==> src/rtl/bsa_pkg.sv <==
// Package bsa_pkg: shared types and counts for the bit-serial adder.
// Assumes one operand register per addend; two addends in total.
package bsa_pkg;
    typedef enum logic {
        ST_IDLE = 1'b0,
        ST_RUN  = 1'b1
    } step_st_e;

    localparam int unsigned OPND_N = 2;
endpackage

==> src/rtl/fa_cell.sv <==
// Module fa_cell: single-bit full adder, purely combinational.
// Assumes inputs are stable for the cycle; no state is held here.
module fa_cell (
    input  logic a_i,
    input  logic b_i,
    input  logic c_i,
    output logic s_o,
    output logic c_o
);
    // Sum and carry of three input bits
    always_comb begin
        s_o = a_i ^ b_i ^ c_i;
        c_o = (a_i & b_i) | (a_i & c_i) | (b_i & c_i);
    end
endmodule

==> src/rtl/opnd_piso.sv <==
// Module opnd_piso: parallel-load operand register that shifts toward bit 0.
// Assumes load has priority over shift; the serial output is always bit 0.
module opnd_piso #(
    parameter int unsigned W = 4
) (
    input  logic         clk,
    input  logic         rst_n,
    input  logic         load,
    input  logic         shift,
    input  logic [W-1:0] pin,
    output logic         sout
);
    logic [W-1:0] q;

    // Capture the operand or move it one place toward the LSB
    always_ff @(posedge clk) begin
        if (!rst_n)
            q <= '0;
        else if (load)
            q <= pin;
        else if (shift)
            q <= {1'b0, q[W-1:1]};
    end

    assign sout = q[0];


    load_lsb_chk: assert property (@(posedge clk) disable iff (!rst_n)
        load |=> sout == $past(pin[0]));


    idle_hold_chk: assert property (@(posedge clk) disable iff (!rst_n)
        (!load && !shift) |=> $stable(sout));
endmodule

==> src/rtl/res_sipo.sv <==
// Module res_sipo: result register. Serial bits enter at the MSB and move
// toward bit 0, so that after W steps the first bit in ends up in bit 0.
// Assumes clr and shift are never both high (clr wins if they are).
module res_sipo #(
    parameter int unsigned W = 4
) (
    input  logic         clk,
    input  logic         rst_n,
    input  logic         clr,
    input  logic         shift,
    input  logic         sin,
    output logic [W-1:0] pout
);
    // Clear on a new load, otherwise take one sum bit per step
    always_ff @(posedge clk) begin
        if (!rst_n)
            pout <= '0;
        else if (clr)
            pout <= '0;
        else if (shift)
            pout <= {sin, pout[W-1:1]};
    end


    msb_entry_chk: assert property (@(posedge clk) disable iff (!rst_n)
        (shift && !clr) |=> pout[W-1] == $past(sin));


    no_shift_hold_chk: assert property (@(posedge clk) disable iff (!rst_n)
        (!shift && !clr) |=> $stable(pout));
endmodule

==> src/rtl/step_ctl.sv <==
// Module step_ctl: sequences W bit steps after a load and raises done when
// they finish. Assumes load has priority and restarts the count.
module step_ctl
    import bsa_pkg::*;
#(
    parameter int unsigned W = 4
) (
    input  logic clk,
    input  logic rst_n,
    input  logic load,
    output logic shift,
    output logic done
);
    localparam int unsigned CW   = (W > 1) ? $clog2(W) : 1;
    localparam logic [CW-1:0] LAST = CW'(W - 1);

    step_st_e      st;
    logic [CW-1:0] cnt;

    // State, step count and completion flag
    always_ff @(posedge clk) begin
        if (!rst_n) begin
            st   <= ST_IDLE;
            cnt  <= '0;
            done <= 1'b0;
        end else if (load) begin
            st   <= ST_RUN;
            cnt  <= '0;
            done <= 1'b0;
        end else if (st == ST_RUN) begin
            cnt <= cnt + 1'b1;
            if (cnt == LAST) begin
                st   <= ST_IDLE;
                done <= 1'b1;
            end
        end
    end

    // A step occurs on every running cycle without a new load
    assign shift = (st == ST_RUN) && !load;


    restart_chk: assert property (@(posedge clk) disable iff (!rst_n)
        load |=> (shift || load) && !done);


    done_idle_chk: assert property (@(posedge clk) disable iff (!rst_n)
        done |-> !shift);


    last_step_chk: assert property (@(posedge clk) disable iff (!rst_n)
        (shift && cnt == LAST) |=> (done || load));
endmodule

==> src/rtl/bitser_add.sv <==
// Module bitser_add: adds two W-bit operands one bit per clock through one
// shared full adder, with a carry flip-flop between bit steps.
// Assumes start is a single-cycle pulse. Results are valid only while done is 1.
module bitser_add
    import bsa_pkg::*;
#(
    parameter int unsigned W = 4
) (
    input  logic         clk,
    input  logic         rst_n,
    input  logic         start,
    input  logic [W-1:0] op_a,
    input  logic [W-1:0] op_b,
    input  logic         cin,
    output logic [W-1:0] sum,
    output logic         cout,
    output logic         done
);
    logic [W-1:0]        opnd_in [OPND_N];
    logic [OPND_N-1:0]   ser_bit;
    logic                step;
    logic                carry_q;
    logic                fa_s;
    logic                fa_c;

    assign opnd_in[0] = op_a;
    assign opnd_in[1] = op_b;

    // One operand shift register per addend
    for (genvar g = 0; g < OPND_N; g++) begin : g_opnd
        opnd_piso #(.W(W)) u_opnd (
            .clk   (clk),
            .rst_n (rst_n),
            .load  (start),
            .shift (step),
            .pin   (opnd_in[g]),
            .sout  (ser_bit[g])
        );
    end

    step_ctl #(.W(W)) u_ctl (
        .clk   (clk),
        .rst_n (rst_n),
        .load  (start),
        .shift (step),
        .done  (done)
    );

    fa_cell u_fa (
        .a_i (ser_bit[0]),
        .b_i (ser_bit[1]),
        .c_i (carry_q),
        .s_o (fa_s),
        .c_o (fa_c)
    );

    res_sipo #(.W(W)) u_res (
        .clk   (clk),
        .rst_n (rst_n),
        .clr   (start),
        .shift (step),
        .sin   (fa_s),
        .pout  (sum)
    );

    // Carry flip-flop: seeded from cin, then passes each bit's carry on
    always_ff @(posedge clk) begin
        if (!rst_n)
            carry_q <= 1'b0;
        else if (start)
            carry_q <= cin;
        else if (step)
            carry_q <= fa_c;
    end

    assign cout = carry_q;


    reset_state_chk: assert property (@(posedge clk)
        !rst_n |=> (sum == '0 && !cout && !done));


    carry_seed_chk: assert property (@(posedge clk) disable iff (!rst_n)
        start |=> cout == $past(cin));


    result_hold_chk: assert property (@(posedge clk) disable iff (!rst_n)
        (done && !start) |=> (done && $stable(sum) && $stable(cout)));


    start_clears_done_chk: assert property (@(posedge clk) disable iff (!rst_n)
        start |=> !done);
endmodule

==> config.mk <==
export PLATFORM = sky130hd
export DESIGN_NAME = bitser_add
export DESIGN_NICKNAME = d
export VERILOG_FILES = /design/src/rtl/bsa_pkg.sv /design/src/rtl/fa_cell.sv /design/src/rtl/opnd_piso.sv /design/src/rtl/res_sipo.sv /design/src/rtl/step_ctl.sv /design/src/rtl/bitser_add.sv
export SDC_FILE = /design/constraint.sdc
export NUM_CORES = 1
export LEC_CHECK = 0
export BUFFER_PORTS_ARGS = -buffer_cell sky130_fd_sc_hd__buf_2
export CAP_MARGIN = 5
export CORE_MARGIN = 10
export CORE_UTILIZATION = 45
export DETAILED_ROUTE_END_ITERATION = 10
export PLACE_DENSITY = 0.74
export SYNTH_ARGS = -nofsm -noshare
export SYNTH_HDL_FRONTEND = slang
export SYNTH_SLANG_ARGS = --single-unit
==> constraint.sdc <==
create_clock -name clk -period 1.8 [get_ports clk]
set_clock_uncertainty 0.05 [all_clocks]
set_input_delay 0.54 -clock clk [delete_from_list [all_inputs] [get_ports clk]]
set_output_delay 0.54 -clock clk [all_outputs]
set_load 0.01 [all_outputs]
==> qor.txt <==
status: finished, final reports clean
net count after synthesis: 82
max incr delay on CP: 0.39 ns
Clock transition at path regs: 0.09 ns
postcts setup bufs: 0
biggest area consumer among synthesized cells: dfxtp_1
minimum clock period: 1.42 ns
Iter 0 DRT Violations: 2
Ant. Diodes: 0
TNS Setup: 0 ns
Total GRT Usage: 8.28%
largest net degree at the start of global routing: 21
share of layout cells above drive strength 1: 32.9%
Seq. cell area: 340 µm²
hold-critical path depth: 3
global-route wire length before repair: 2.33 mm
synth warn: 0
worst r2r dst: cout$_SDFFE_PN0P_
Worst Hold Launch: op_b[3]
Post-DP Area: 828 µm²
Vias: 526
Peak VDD IR: 0.458 mV
Psw: 164 µW
CTS Sinks: 17
total grt overflow: 0
P_leak: 0.433 nW
register share of total power: 58.8%
syn avg cell area: 11.1 µm²
switching power share of the total: 23.6%
critical path class: register to primary output
Worst-Margin Slew: 0.376 ns
final setup fails: 0
drt via density: 5.21
WP data required: 1.21 ns
number of max-cap violations: 0
fin nets: 100
routability cong.: 0.646
Initial Utilization: 48.9%
worst min-delay path class: primary input to register
WL/cell: 12.9 µm
post-synthesis instance area: 754 µm²
Synth Instances: 68
Final Slew Violations: 0
post-route ant nets: 0
combinational power share: 12.2%
Crit path buffers/inverters: 1
synthesized flop and latch total: 17
reg2reg setup slack: 0.42 ns
# rows: 14
unrepaired setup endpoints after global routing: false
Tcrit/Tclk final: 78.8%
crit-path cells: buf_2
Worst slew margin: 74.9%
Worst setup SP type: register
Root Buffer: clkbuf_4
Non-Filler Instances: 101
post-route cell area: 855 µm²
# fillers: 148
CP delay by family, top: flip-flops
CTS tree: built
post-cts resize count: 0
Int Pwr: 531 µW
placed insts: 97
CP startpoint: cout$_SDFFE_PN0P_
hold_buf cts: 0
IO Count: 18
FMAX: 705 MHz
Synth area leaders: dfxtp_1 45%, mux2_2 10%, o211a_1 9.3%, mux2i_1 6.6%, nand2b_1 6.6%
Worst Path Arrival: 0.83 ns
vias in the first global route: 570
WL final: 1.30 mm
worst reg2reg path depth: 3
Seq/Total Area, Yosys: 45.1%
CP max-delay cell: dfxtp_1
htree depth: 1
# DRC: 0
die width: 60.9 µm
final hold vios: 0
maximum fanout along the worst path: 3
Num CTS Buffers: 3
Endpoint, Worst Hold: g_opnd[1].u_opnd.q[3]$_SDFFE_PN0P_
initial antenna violation count: 0
clk buf depth: 2
core area: 1540 µm²
die area: 3710 µm²
Layout Utilization: 55.4%
Clock Latency Late Sink: 0.29 ns
detailed placement HPWL: 998 µm
area delta synth->final: 13.3%
RR Startpoint: cout$_SDFFE_PN0P_
crit path capture type: primary output
synth unique cells: 19
die height: 60.9 µm
DR pass1 iterations: 2
multi-input combinational cell area: 375 µm²
share of the synthesized area in the top cell type: 45.1%
IO buf count: 17
clock share of power: 29.0%
PwrDens: 812 nW/µm²
==> cells by family (layout without fill, tap and decap cells) <==
group / after synthesis / count (layout) / share of synthesized area, %
adder cells (fa/ha/maj): 2 / 2 / 4.31
AND/OR/NAND/NOR: 20 / 20 / 14.3
buffers and inverters: 5 / 22 / 5.14
multiplexers: 12 / 12 / 17.1
flip-flops: 17 / 17 / 45.1
XOR/XNOR: 1 / 1 / 1.16
AO/OA/AOI/OAI: 11 / 11 / 12.9
==> worst max path at each step <==
stage	end	slack, ns	cells past startpoint
final	cout	0.38	1
after global routing	cout	0.33	1
after CTS	cout	0.36	1
after detailed placement	g_opnd[0].u_opnd.q[3]$_SDFFE_PN0P_	0.39	3
after global placement	u_ctl.done$_SDFFE_PP0P_	0.43	3
after floorplan	cout$_SDFFE_PN0P_	0.44	3
==> sequential cells by signal, indices dropped and copies added, names as in the netlist <==
register	flops
u_res.pout	4
u_ctl.st	1
u_ctl.done	1
cout	1
g_opnd.u_opnd.q	8
u_ctl.cnt	2
==> cell usage after synthesis (all sizes together) <==
library cell / count
a21boi: 2
a21oi: 1
buf: 3
clkbuf: 2
dfxtp: 17
fa: 1
ha: 1
mux2: 7
mux2i: 5
nand2: 2
nand2b: 8
nor2: 7
nor2b: 1
o211a: 7
o21a: 1
or3b: 2
xnor2: 1
==> cell type report <==
type	instances	area share [%]
clock buffer	4	3.07
multi-input combinational	46	43.9
sequential	17	39.8
tap	16	2.34
timing repair buffer	18	10.8
==> layout by cell type, fill, tap and decap left out <==
master	count
xnor2_1	1
nor2b_1	1
nand2b_1	8
fa_1	1
dfxtp_1	17
buf_2	17
a21boi_1	2
ha_1	1
clkbuf_4	3
a21oi_1	1
o211a_1	7
buf_4	1
mux2i_1	5
o21a_1	1
or3b_1	2
clkbuf_1	1
nand2_1	2
mux2_2	7
nor2_1	7
==> metrics by stage <==
stage | hold WS [ns] | worst slack, ns | total power [mW]
final | 0.422 | 0.382 | 0.694
after global routing | 0.417 | 0.328 | 0.735
after CTS | 0.414 | 0.355 | 0.707
after detailed placement | 0.404 | 0.389 | 0.504
after global placement | 0.409 | 0.430 | 0.500
after floorplan | 0.415 | 0.444 | 0.485
==> routing by layer <==
| metal | vias to the layer above | routed length [µm] | part of all wire [%] | track usage, % |
|---|---|---|---|---|
| met2 | 11 | 650 | 50 | 13.0 |
| met4 | 0 | 23 | 1.8 | 4.70 |
| met1 | 244 | 563 | 43 | 9.09 |
| li1 | 267 | - | - | - |
| met3 | 4 | 67 | 5.1 | 3.76 |
| met5 | - | 0 | 0 | 0 |
==> worst min-delay path: cells and delay by family <==
| family | cells | cell delay (ns) |
|---|---|---|
| compound gates | 1 | 0.05 |
| simple gates | 1 | 0.04 |
| buf+inv | 1 | 0.09 |
==> power groups by stage <==
stage               combinational, mW  sequential (mW)  clock, mW
finish                         0.0849            0.408      0.201
global route                   0.0965            0.411      0.227
CTS                            0.0865            0.409      0.212
detailed placement             0.0863            0.418          0
global placement               0.0827            0.417          0
floorplan                      0.0727            0.412          0
Note: power is estimated with default switching activity, not from simulation.
